## config.mk

```make
export PLATFORM = sky130hd
export DESIGN_NAME = vflush_ctrl
export DESIGN_NICKNAME = d
export VERILOG_FILES = /design/src/rtl/vflush_pkg.sv /design/src/rtl/vflush_edge.sv /design/src/rtl/vflush_window.sv /design/src/rtl/vflush_unit_seq.sv /design/src/rtl/vflush_line_budget.sv /design/src/rtl/vflush_ctrl.sv
export SDC_FILE = /design/constraint.sdc
export NUM_CORES = 1
export LEC_CHECK = 0
export ABC_AREA = 1
export BUFFER_PORTS_ARGS = -buffer_cell sky130_fd_sc_hd__buf_2
export CAP_MARGIN = 0
export CELL_PAD_IN_SITES_DETAIL_PLACEMENT = 1
export CELL_PAD_IN_SITES_GLOBAL_PLACEMENT = 1
export CORE_MARGIN = 3
export CORE_UTILIZATION = 40
export DETAILED_ROUTE_END_ITERATION = 8
export PLACE_DENSITY = 0.81
export SETUP_SLACK_MARGIN = 0.5
export SLEW_MARGIN = 20
export SYNTH_ARGS = -nofsm -noshare
export SYNTH_HDL_FRONTEND = slang
export SYNTH_SLANG_ARGS = --single-unit
```

## constraint.sdc

```tcl
create_clock -name clk_i -period 4.98 [get_ports clk_i]
set_input_delay 0.249 -clock clk_i [delete_from_list [all_inputs] [get_ports clk_i]]
set_output_delay 0.249 -clock clk_i [all_outputs]
set_load 0.05 [all_outputs]
```

## src/rtl/vflush_pkg.sv

```systemverilog
package vflush_pkg;
  localparam int unsigned N_SYNC   = 5;
  localparam int unsigned IDX_HD   = 0;
  localparam int unsigned IDX_VD   = 1;
  localparam int unsigned IDX_EFS  = 2;
  localparam int unsigned IDX_TRIG = 3;
  localparam int unsigned IDX_ESG  = 4;
  // idle levels: hd low, active-low controls high
  localparam logic [N_SYNC-1:0] SYNC_RST = 5'b11110;

  typedef struct packed {
    logic esg;
    logic trig;
    logic efs;
  } ctl_edges_t;
endpackage

```

## src/rtl/vflush_edge.sv

```systemverilog
module vflush_edge #(
  parameter int unsigned N = 1,
  parameter logic [N-1:0] RST_VAL = '0
) (
  input  logic         clk_i,
  input  logic         rst_ni,
  input  logic [N-1:0] sig_i,
  output logic [N-1:0] q_o
);
  for (genvar g = 0; g < N; g++) begin : g_bit
    always_ff @(posedge clk_i or negedge rst_ni) begin
      if (!rst_ni) q_o[g] <= RST_VAL[g];
      else         q_o[g] <= sig_i[g];
    end
  end
endmodule

```

## src/rtl/vflush_window.sv

```systemverilog
module vflush_window
  import vflush_pkg::*;
#(
  parameter int unsigned WIN_LEN = 34
) (
  input  logic       clk_i,
  input  logic       rst_ni,
  input  logic       hd_rise_i,
  input  ctl_edges_t fall_i,
  input  logic       efs_rise_i,
  input  logic       active_i,
  input  logic       start_i,
  output logic       armed_o,
  output logic       err_o
);
  localparam int unsigned WW = $clog2(WIN_LEN + 1);
  localparam logic [WW-1:0] WIN_LOAD = WW'(WIN_LEN);

  logic [WW-1:0] win_cnt_q;
  ctl_edges_t    seen_q, seen_d, hits;
  logic          win_open, conflict, arm_set;

  assign win_open = (win_cnt_q != '0);
  assign hits     = win_open ? fall_i : '0;
  assign seen_d   = seen_q | hits;
  assign conflict = (hits != '0) && ($countones(seen_d) >= 2);
  assign arm_set  = hits.efs && !conflict && !active_i;

  always_ff @(posedge clk_i or negedge rst_ni) begin
    if (!rst_ni) begin
      win_cnt_q <= '0;
      seen_q    <= '0;
    end else if (hd_rise_i) begin
      win_cnt_q <= WIN_LOAD;
      seen_q    <= '0;
    end else begin
      if (win_open) win_cnt_q <= win_cnt_q - 1'b1;
      seen_q <= seen_d;
    end
  end

  always_ff @(posedge clk_i or negedge rst_ni) begin
    if (!rst_ni) begin
      armed_o <= 1'b0;
      err_o   <= 1'b0;
    end else begin
      err_o <= conflict;
      if (conflict || efs_rise_i || start_i) armed_o <= 1'b0;
      else if (arm_set)                     armed_o <= 1'b1;
    end
  end
endmodule

```

## src/rtl/vflush_unit_seq.sv

```systemverilog
module vflush_unit_seq #(
  parameter int unsigned UNIT_LEN = 42
) (
  input  logic clk_i,
  input  logic rst_ni,
  input  logic start_i,
  input  logic efs_rise_i,
  output logic active_o,
  output logic stb_o
);
  localparam int unsigned CW = $clog2(UNIT_LEN);
  localparam logic [CW-1:0] LAST = CW'(UNIT_LEN - 1);

  logic [CW-1:0] cnt_q;
  logic          stop_q, stop_now, unit_end;

  assign unit_end = active_o && (cnt_q == LAST);
  assign stop_now = stop_q || efs_rise_i;

  always_ff @(posedge clk_i or negedge rst_ni) begin
    if (!rst_ni) begin
      active_o <= 1'b0;
      stb_o    <= 1'b0;
      cnt_q    <= '0;
      stop_q   <= 1'b0;
    end else if (start_i) begin
      active_o <= 1'b1;
      stb_o    <= 1'b1;
      cnt_q    <= '0;
      stop_q   <= 1'b0;
    end else if (unit_end) begin
      cnt_q  <= '0;
      stop_q <= 1'b0;
      if (stop_now) begin
        active_o <= 1'b0;
        stb_o    <= 1'b0;
      end else begin
        stb_o <= 1'b1;
      end
    end else begin
      stb_o <= 1'b0;
      if (active_o) begin
        cnt_q <= cnt_q + 1'b1;
        if (efs_rise_i) stop_q <= 1'b1;
      end
    end
  end
endmodule

```

## src/rtl/vflush_line_budget.sv

```systemverilog
module vflush_line_budget #(
  parameter int unsigned LINE_LIMIT = 4096
) (
  input  logic clk_i,
  input  logic rst_ni,
  input  logic clr_i,
  input  logic flush_line_i,
  input  logic norm_line_i,
  output logic ovf_o
);
  localparam int unsigned CNT_W = $clog2(LINE_LIMIT) + 1;
  localparam logic [CNT_W-1:0] LIM = CNT_W'(LINE_LIMIT);

  logic [CNT_W-1:0] cnt_q, sum;

  assign sum   = cnt_q + CNT_W'(flush_line_i) + CNT_W'(norm_line_i);
  assign ovf_o = (cnt_q >= LIM);

  always_ff @(posedge clk_i or negedge rst_ni) begin
    if (!rst_ni)         cnt_q <= '0;
    else if (clr_i)      cnt_q <= '0;
    else if (sum >= LIM) cnt_q <= LIM;
    else                 cnt_q <= sum;
  end
endmodule

```

## src/rtl/vflush_ctrl.sv

```systemverilog
module vflush_ctrl
  import vflush_pkg::*;
#(
  parameter int unsigned UNIT_LEN   = 42,
  parameter int unsigned WIN_LEN    = 34,
  parameter int unsigned LINE_LIMIT = 4096
) (
  input  logic clk_i,
  input  logic rst_ni,
  input  logic hd_i,
  input  logic vd_ni,
  input  logic efs_ni,
  input  logic trig_ni,
  input  logic esg_ni,
  input  logic xsg_i,
  input  logic line_xfer_i,
  output logic flush_active_o,
  output logic xfer_stb_o,
  output logic budget_ovf_o,
  output logic edge_err_o,
  output logic vd_readout_o
);
  logic [N_SYNC-1:0] sig, sig_q;
  ctl_edges_t        falls;
  logic              hd_rise, vd_fall, efs_rise, trig_fall, armed, start;

  assign sig = {esg_ni, trig_ni, efs_ni, vd_ni, hd_i};

  vflush_edge #(.N(N_SYNC), .RST_VAL(SYNC_RST)) u_edge (
    .clk_i(clk_i), .rst_ni(rst_ni), .sig_i(sig), .q_o(sig_q)
  );

  assign hd_rise    = sig[IDX_HD] & ~sig_q[IDX_HD];
  assign vd_fall    = ~sig[IDX_VD] & sig_q[IDX_VD];
  assign efs_rise   = sig[IDX_EFS] & ~sig_q[IDX_EFS];
  assign trig_fall  = ~sig[IDX_TRIG] & sig_q[IDX_TRIG];
  assign falls.efs  = ~sig[IDX_EFS] & sig_q[IDX_EFS];
  assign falls.trig = trig_fall;
  assign falls.esg  = ~sig[IDX_ESG] & sig_q[IDX_ESG];
  assign start      = hd_rise & armed & ~flush_active_o;

  vflush_window #(.WIN_LEN(WIN_LEN)) u_win (
    .clk_i(clk_i), .rst_ni(rst_ni), .hd_rise_i(hd_rise), .fall_i(falls),
    .efs_rise_i(efs_rise), .active_i(flush_active_o), .start_i(start),
    .armed_o(armed), .err_o(edge_err_o)
  );

  vflush_unit_seq #(.UNIT_LEN(UNIT_LEN)) u_seq (
    .clk_i(clk_i), .rst_ni(rst_ni), .start_i(start), .efs_rise_i(efs_rise),
    .active_o(flush_active_o), .stb_o(xfer_stb_o)
  );

  vflush_line_budget #(.LINE_LIMIT(LINE_LIMIT)) u_budget (
    .clk_i(clk_i), .rst_ni(rst_ni), .clr_i(xsg_i | trig_fall),
    .flush_line_i(xfer_stb_o), .norm_line_i(line_xfer_i), .ovf_o(budget_ovf_o)
  );

  always_ff @(posedge clk_i or negedge rst_ni) begin
    if (!rst_ni) vd_readout_o <= 1'b0;
    else         vd_readout_o <= vd_fall & efs_ni;
  end
endmodule

```

==> summary.md, run 1 <==
| Metric | Value |
|---|---|
| Complex-gate fraction of the synthesized area | 0.0544 |
| Critical Path Start Type | register |
| Nets | 234 |
| Final min period | 2.04 ns |
| Critical Path RT | 5.20 ns |
| Largest net degree at the start of global routing | 40 |
| Post-synth EDFFs | 0 |
| Setup TNS | 0 ns |
| First-pass GRT wire length | 6730 um |
| Library cells used by synthesis | 27 |
| Initial Util | 0.422 |
| Final period utilization | 0.410 |
| Synth Area per Inst | 9.31 um^2 |
| Hold WC Path Type | primary input to async pin |
| Syn. warnings | 0 |
| Area growth from synthesis to layout | 13.3% |
| Area of the die | 0.00551 mm^2 |
| FF+latch count, synth | 39 |
| Synth Flop Type | dfrtp_1 |
| Slew Viols, Final | 0 |
| Synth area leaders | dfrtp_1, inv_1, nand2_1 |
| Fillcell total | 533 |
| Final Setup Violations | 0 |
| DR vias | 1,331 |
| Mapped Cells | 200 |
| Most numerous cell in the Yosys netlist | dfrtp_1 |
| Max Clock Skew | 0.00668 ns |
| Adder-cell area share of the yosys netlist | 0.0511 |
| Syn nets | 216 |
| Routed WL | 3720 um |
| Outcome | finished, final reports clean |
| P_leak | 1.06 nW |
| TritonCTS clock tree | built |
| Total GRT Usage | 0.162 |
| Mapped cell area | 0.00186 mm^2 |
| Via density per instance | 4.91 |
| Worst r2r src | u_seq.stb_o |
| Dpl hpwl | 2730 um |
| Final core occ | 0.478 |
| Cell Int Power | 0.652 mW |
| Worst setup EP type | register |
| Gate power share | 0.227 |
| Max Clk Rate | 0.490 GHz |
| Max cap viols | 0 |
| Crit-path max FO | 12 |
| Largest family of logic cells by synthesized area | simple AND/OR/NAND/NOR gates |
| Largest area contributor in the netlist | dfrtp_1 |
| Post-synthesis sequential area ratio | 0.527 |
| Antenna-violating nets left | 0 |
| Sw Share | 0.317 |
| Post-synthesis async set-or-reset flop share | 1.00 |
| Commonest cells post-synth | dfrtp_1, inv_1, nand2_1 |
| IO Port Bufs | 13 |
| Vias in the first global route | 1,518 |
| Initial antenna violation count | 0 |
| Post-cts repair resize count | 0 |
| Final hold vios | 0 |
| Flop pwr share | 0.445 |
| Clock root cell | clkbuf_8 |
| Slew headroom | 0.433 |
| Worst path arrival time | 2.26 ns |
| Iteration-0 DRC Markers | 32 |
| Post-Synth Simple-Gate Area | 0.231 |
| Num ports | 14 |
| Sequential cell area | 981 um^2 |
| # Post-CTS Setup Buffers | 0 |
| Routability-driven placement congestion ratio | 0.797 |
| Reg2reg end | u_budget.cnt_q[10] |
| DR pass1 iterations | 2 |
| Synth top area share | 0.470 |
| CTS Sinks | 39 |
| Register clock-pin slew on the reported worst setup and hold paths | 0.08 ns |
| Worst vdd ir | 0.265 mV |
| H-tree Lvls | 2 |
| Register-to-Register Path Depth | 7 |
| Slew @ Worst Pin | 0.851 ns |
| CORE AREA | 0.00441 mm^2 |
| DR WL/cell | 13.7 um |
| Post-CTS Hold Buffers | 0 |
| Grt ovf | 0 |
| Crit Path Class | register to register |
| Num CTS Buffers | 5 |
| Number of remaining DRC errors | 0 |
| Clock power share | 0.328 |
| Clock Latency Late Sink | 0.30 ns |
| Die width | 74.2 um |
| Multi-input gate area | 757 um^2 |
| Num rows | 24 |
| Die Span Y | 74.2 um |
| Post-synthesis mux area share | 0 |
| RSZ-0062 raised after global routing | no |
| FF-to-FF setup slack | 2.94 ns |
| Power density cells | 453 mW/mm^2 |
| Layout cells sized above 1 | 0.183 |
| Net Sw Power | 0.303 mW |
| Clock buffer depth | 2 |
| Antenna cell count | 0 |
| Xor/xnor share of the synthesized area | 0.0706 |
worst max path at each step:
stage                      from                 end  cells after the start
CTS                 u_seq.stb_o  u_budget.cnt_q[10]                      7
global route        u_seq.stb_o  u_budget.cnt_q[10]                      7
finish              u_seq.stb_o  u_budget.cnt_q[10]                      7
floorplan           u_seq.stb_o   u_budget.cnt_q[6]                      8
detailed placement  line_xfer_i  u_budget.cnt_q[10]                      8
global placement    line_xfer_i  u_budget.cnt_q[10]                      8
sequential cells by signal, indices dropped and copies added, names as in the netlist:
signal           cells
u_seq.stop_q         1
u_win.err_o          1
u_seq.cnt_q          6
vd_readout_o         1
u_seq.active_o       1
u_edge.q_o           5
u_win.armed_o        1
u_win.seen_q         3
u_seq.stb_o          1
u_win.win_cnt_q      6
u_budget.cnt_q      13
metal layers:
metal  global-route usage  share of wire
met2                0.274           0.49
met1                0.198           0.46
met4               0.0672          0.019
met5                    0              0
met3               0.0405          0.034
power by group through the flow:
stage	Combinational, mW	Sequential, mW	Clock (mW)
final	0.217	0.425	0.313
after global routing	0.254	0.435	0.336
after CTS	0.222	0.425	0.324
after detailed placement	0.219	0.430	0
after global placement	0.206	0.427	0
after floorplan	0.144	0.439	0
layout by cell type (no fill, tap or decap), types with 5 or more instances in the layout:
cell and n:
nor2_1 25, nand3_1 12, buf_2 13, dfrtp_1 35, xor2_1 11, nor2_2 9
nand2_1 29, ha_1 6, clkbuf_8 5, a21oi_1 13, inv_1 29
logic make-up after synthesis:
family | count (synthesis)
compound gates | 19
xor+xnor | 15
fa+ha+maj | 7
buf+inv | 31
flops | 39
simple gates | 89
area by class of cell:
| type | instances | share of cell area |
|---|---|---|
| Sequential cell | 39 | 0.465 |
| Multi-Input combinational cell | 130 | 0.359 |
| Inverter | 29 | 0.0516 |
| Clock buffer | 6 | 0.0344 |
| Timing Repair Buffer | 13 | 0.0308 |
| Tap cell | 52 | 0.0308 |
| Clock inverter | 2 | 0.0285 |
critical path, stage by stage, from the launching register on:
cell,delay [ns]
dfrtp_1,0.40
fa_1,0.43
ha_1,0.24
nand3_2,0.13
nor3_4,0.06
nand3b_1,0.12
nand3_2,0.35
nor2_1,0.22
metrics by stage:
stage	instance area (um^2)	setup WS (ns)	instances	hold slack [ns]	power (mW)
floorplan	1860	3.02	200	-0.0466	0.583
global placement	1980	3.07	263	0.364	0.633
detailed placement	1980	2.91	263	0.369	0.649
CTS	2110	2.90	271	0.0434	0.971
global route	2110	2.76	271	0.0363	1.03
finish	2110	2.94	271	0.0533	0.955
(Power assumes the default switching activity.)
==> run 2, diff against run 1 <==
PLACE_DENSITY = 0.84   (was 0.81)
clock period = 1.7 ns   (was 4.98 ns; I/O delays follow)
==> summary.md, run 2 (synthesized netlist as in run 1, its figures left out) <==
| Metric | Value |
|---|---|
| Final hold vios | 0 (unchanged) |
| Setup TNS | -0.214 ns (-0.214 ns) |
| Critical path's largest stage delay | 0.42 ns (about the same) |
| Die width | 74.2 um (unchanged) |
| Iteration-0 DRC Markers | 50 (+56%) |
| Max cap viols | 0 (unchanged) |
| Area of the die | 0.00551 mm^2 (unchanged) |
| Layout cells sized above 1 | 0.519 (+0.337) |
| Slew @ Worst Pin | 0.526 ns (-0.325 ns) |
| IO Port Bufs | 13 (unchanged) |
| Initial Util | 0.422 (unchanged) |
| Clock buffer depth | 2 (unchanged) |
| Slew headroom | 0.649 (+0.217) |
| Most frequent cells in the layout | dfrtp_1, inv_1, buf_4, nand2_1, nor2_1 |
| Num rows | 24 (unchanged) |
| Worst setup EP type | register |
| Slew Viols, Final | 0 (unchanged) |
| Hold WC Path Type | primary input to register |
| Crit-path max FO | 12 (unchanged) |
| CTS Sinks | 39 (unchanged) |
| Pre-CTS setup slack | -0.0488 ns (-2.96 ns) |
| Failing checks | negative setup slack |
| Crit path cell chain | fa_2 -> ha_4 -> nand3_4 -> nor3_4 -> nand3b_1 -> nand3_2 -> buf_12 -> nor2_2 |
| Vias in the first global route | 1,707 (+12%) |
| Register clock-pin slew on the reported worst setup and hold paths | 0.08 ns (about the same) |
| Critical Path Start Type | register |
| Initial antenna violation count | 0 (unchanged) |
| RSZ-0062 raised after global routing | yes |
| Buf+Inv Stages, Crit Path | 1 (+1) |
| Outcome | finished with violations |
| DR WL/cell | 19.3 um (+40%) |
| Fin Hold WS | 0.0690 ns (+0.0157 ns) |
| Grt ovf | 0 (unchanged) |
| Max Clk Rate | 0.573 GHz (+17%) |
| CP max-delay cell | dfrtp_2 |
| Number of remaining DRC errors | 0 (unchanged) |
| DR pass1 iterations | 4 (+2) |
| Top delay family on crit path | adder cells |
| Critical Path RT | 1.93 ns (-3.27 ns) |
| Final core occ | 0.628 (+0.150) |
| Antenna cell count | 0 (unchanged) |
| Worst vdd ir | 1.15 mV (+330%) |
| Final period utilization | 1.03 (+0.618) |
| Max Clock Skew | 0.00919 ns (+0.00251 ns) |
| Largest net degree at the start of global routing | 23 (-43%) |
| Num CTS Buffers | 5 (unchanged) |
| Nets | 275 (+18%) |
| Via density per instance | 5.19 (+5.7%) |
| DR vias | 1,619 (+22%) |
| Final min period | 1.75 ns (-0.293 ns) |
| Max reg flops | 13 (unchanged) |
| Num ports | 14 (unchanged) |
| Area growth from synthesis to layout | 48.9% |
| Top reg by flops | u_budget.cnt_q |
| Total GRT Usage | 0.206 (+0.0437) |
| Die Span Y | 74.2 um (unchanged) |
| CORE AREA | 0.00441 mm^2 (unchanged) |
| Routability-driven placement congestion ratio | 0.779 (-2.3%) |
| Antenna-violating nets left | 0 (unchanged) |
| Routed WL | 6010 um (+61%) |
| First-pass GRT wire length | 8340 um (+24%) |
| Clock Latency Late Sink | 0.30 ns (about the same) |
| Clock root cell | clkbuf_8 |
| H-tree Lvls | 2 (unchanged) |
| Worst Slack Setup Final | -0.0465 ns (-2.99 ns) |
| Worst path arrival time | 1.98 ns (-0.28 ns) |
| Most common cell after layout, fill and taps aside | dfrtp_1 |
| Power density cells | 1230 mW/mm^2 (+170%) |
| Crit Path Class | register to register |
| Final Setup Violations | 10 (+10) |
| TritonCTS clock tree | built |
| Dpl hpwl | 2940 um (+8.0%) |
| Regs by FF count | u_budget.cnt_q (13), u_seq.cnt_q (6), u_win.win_cnt_q (6) |
| P_leak | 1.27 nW (+20%) |
[run 2: worst register-to-register path, stage by stage (launching register included)]
cell and delay (ns):
dfrtp_2 0.42, fa_2 0.39, ha_4 0.18, nand3_4 0.09
nor3_4 0.06, nand3b_1 0.13, nand3_2 0.12, buf_12 0.18
nor2_2 0.11
[run 2: power by group]
group / switching, mW / internal, mW / total, mW
logic: 0.782 / 0.678 / 1.46
clock network: 0.352 / 0.287 / 0.640
registers: 0.208 / 1.10 / 1.31
total: 1.34 / 2.07 / 3.41
[run 2: timing repair]
item                                   in CTS  in global routing
setup endpoints to repair                  28                 33
hold buffers                                6                  0
gates resized for setup                    36                 48
setup buffers                              21                  9
endpoints found under the hold margin      25                  0
pin swaps                                  15                 11
cloned                                      0                  0
[run 2: cell type report]
cell class / instances / area (um^2)
fillers: 477 / 1640
clock inverters: 2 / 12.5
multi-input cells: 130 / 1070
clock buffers: 6 / 72.6
inverters: 29 / 119
repair buffers: 54 / 445
flip-flops and latches: 39 / 987
well taps: 52 / 65.1
[run 2: final timing paths]
check	endpoint	slack [ns]	cells past startpoint	from
worst max-delay path	u_budget.cnt_q[4]	-0.05	8	u_seq.stb_o
worst min-delay path	u_budget.cnt_q[12]	0.07	3	xsg_i
worst max register to register	u_budget.cnt_q[4]	-0.05	8	u_seq.stb_o
worst min register to register	vd_readout_o	0.52	2	u_edge.q_o[1]
max in group asynchronous	u_edge.q_o[1]	0.75	3	rst_ni
min in group asynchronous	u_win.err_o	0.29	2	rst_ni
[run 2: metal layers]
| layer | share of wire | wire length (um) | track usage | vias to the layer above |
|---|---|---|---|---|
| li1 | - | - | - | 741 |
| met5 | 0 | 0 | 0 | - |
| met2 | 0.54 | 3270 | 0.359 | 43 |
| met1 | 0.39 | 2340 | 0.251 | 819 |
| met3 | 0.041 | 245 | 0.0500 | 16 |
| met4 | 0.026 | 156 | 0.0652 | 0 |
[run 2: stage by stage]
step | cell area, um^2 | instances | total power, mW
floorplan | 1920 | 200 | 1.75
global route | 2770 | 312 | 3.62
detailed placement | 2080 | 268 | 1.96
CTS | 2490 | 303 | 2.96
finish | 2770 | 312 | 3.41
global placement | 2080 | 268 | 1.91
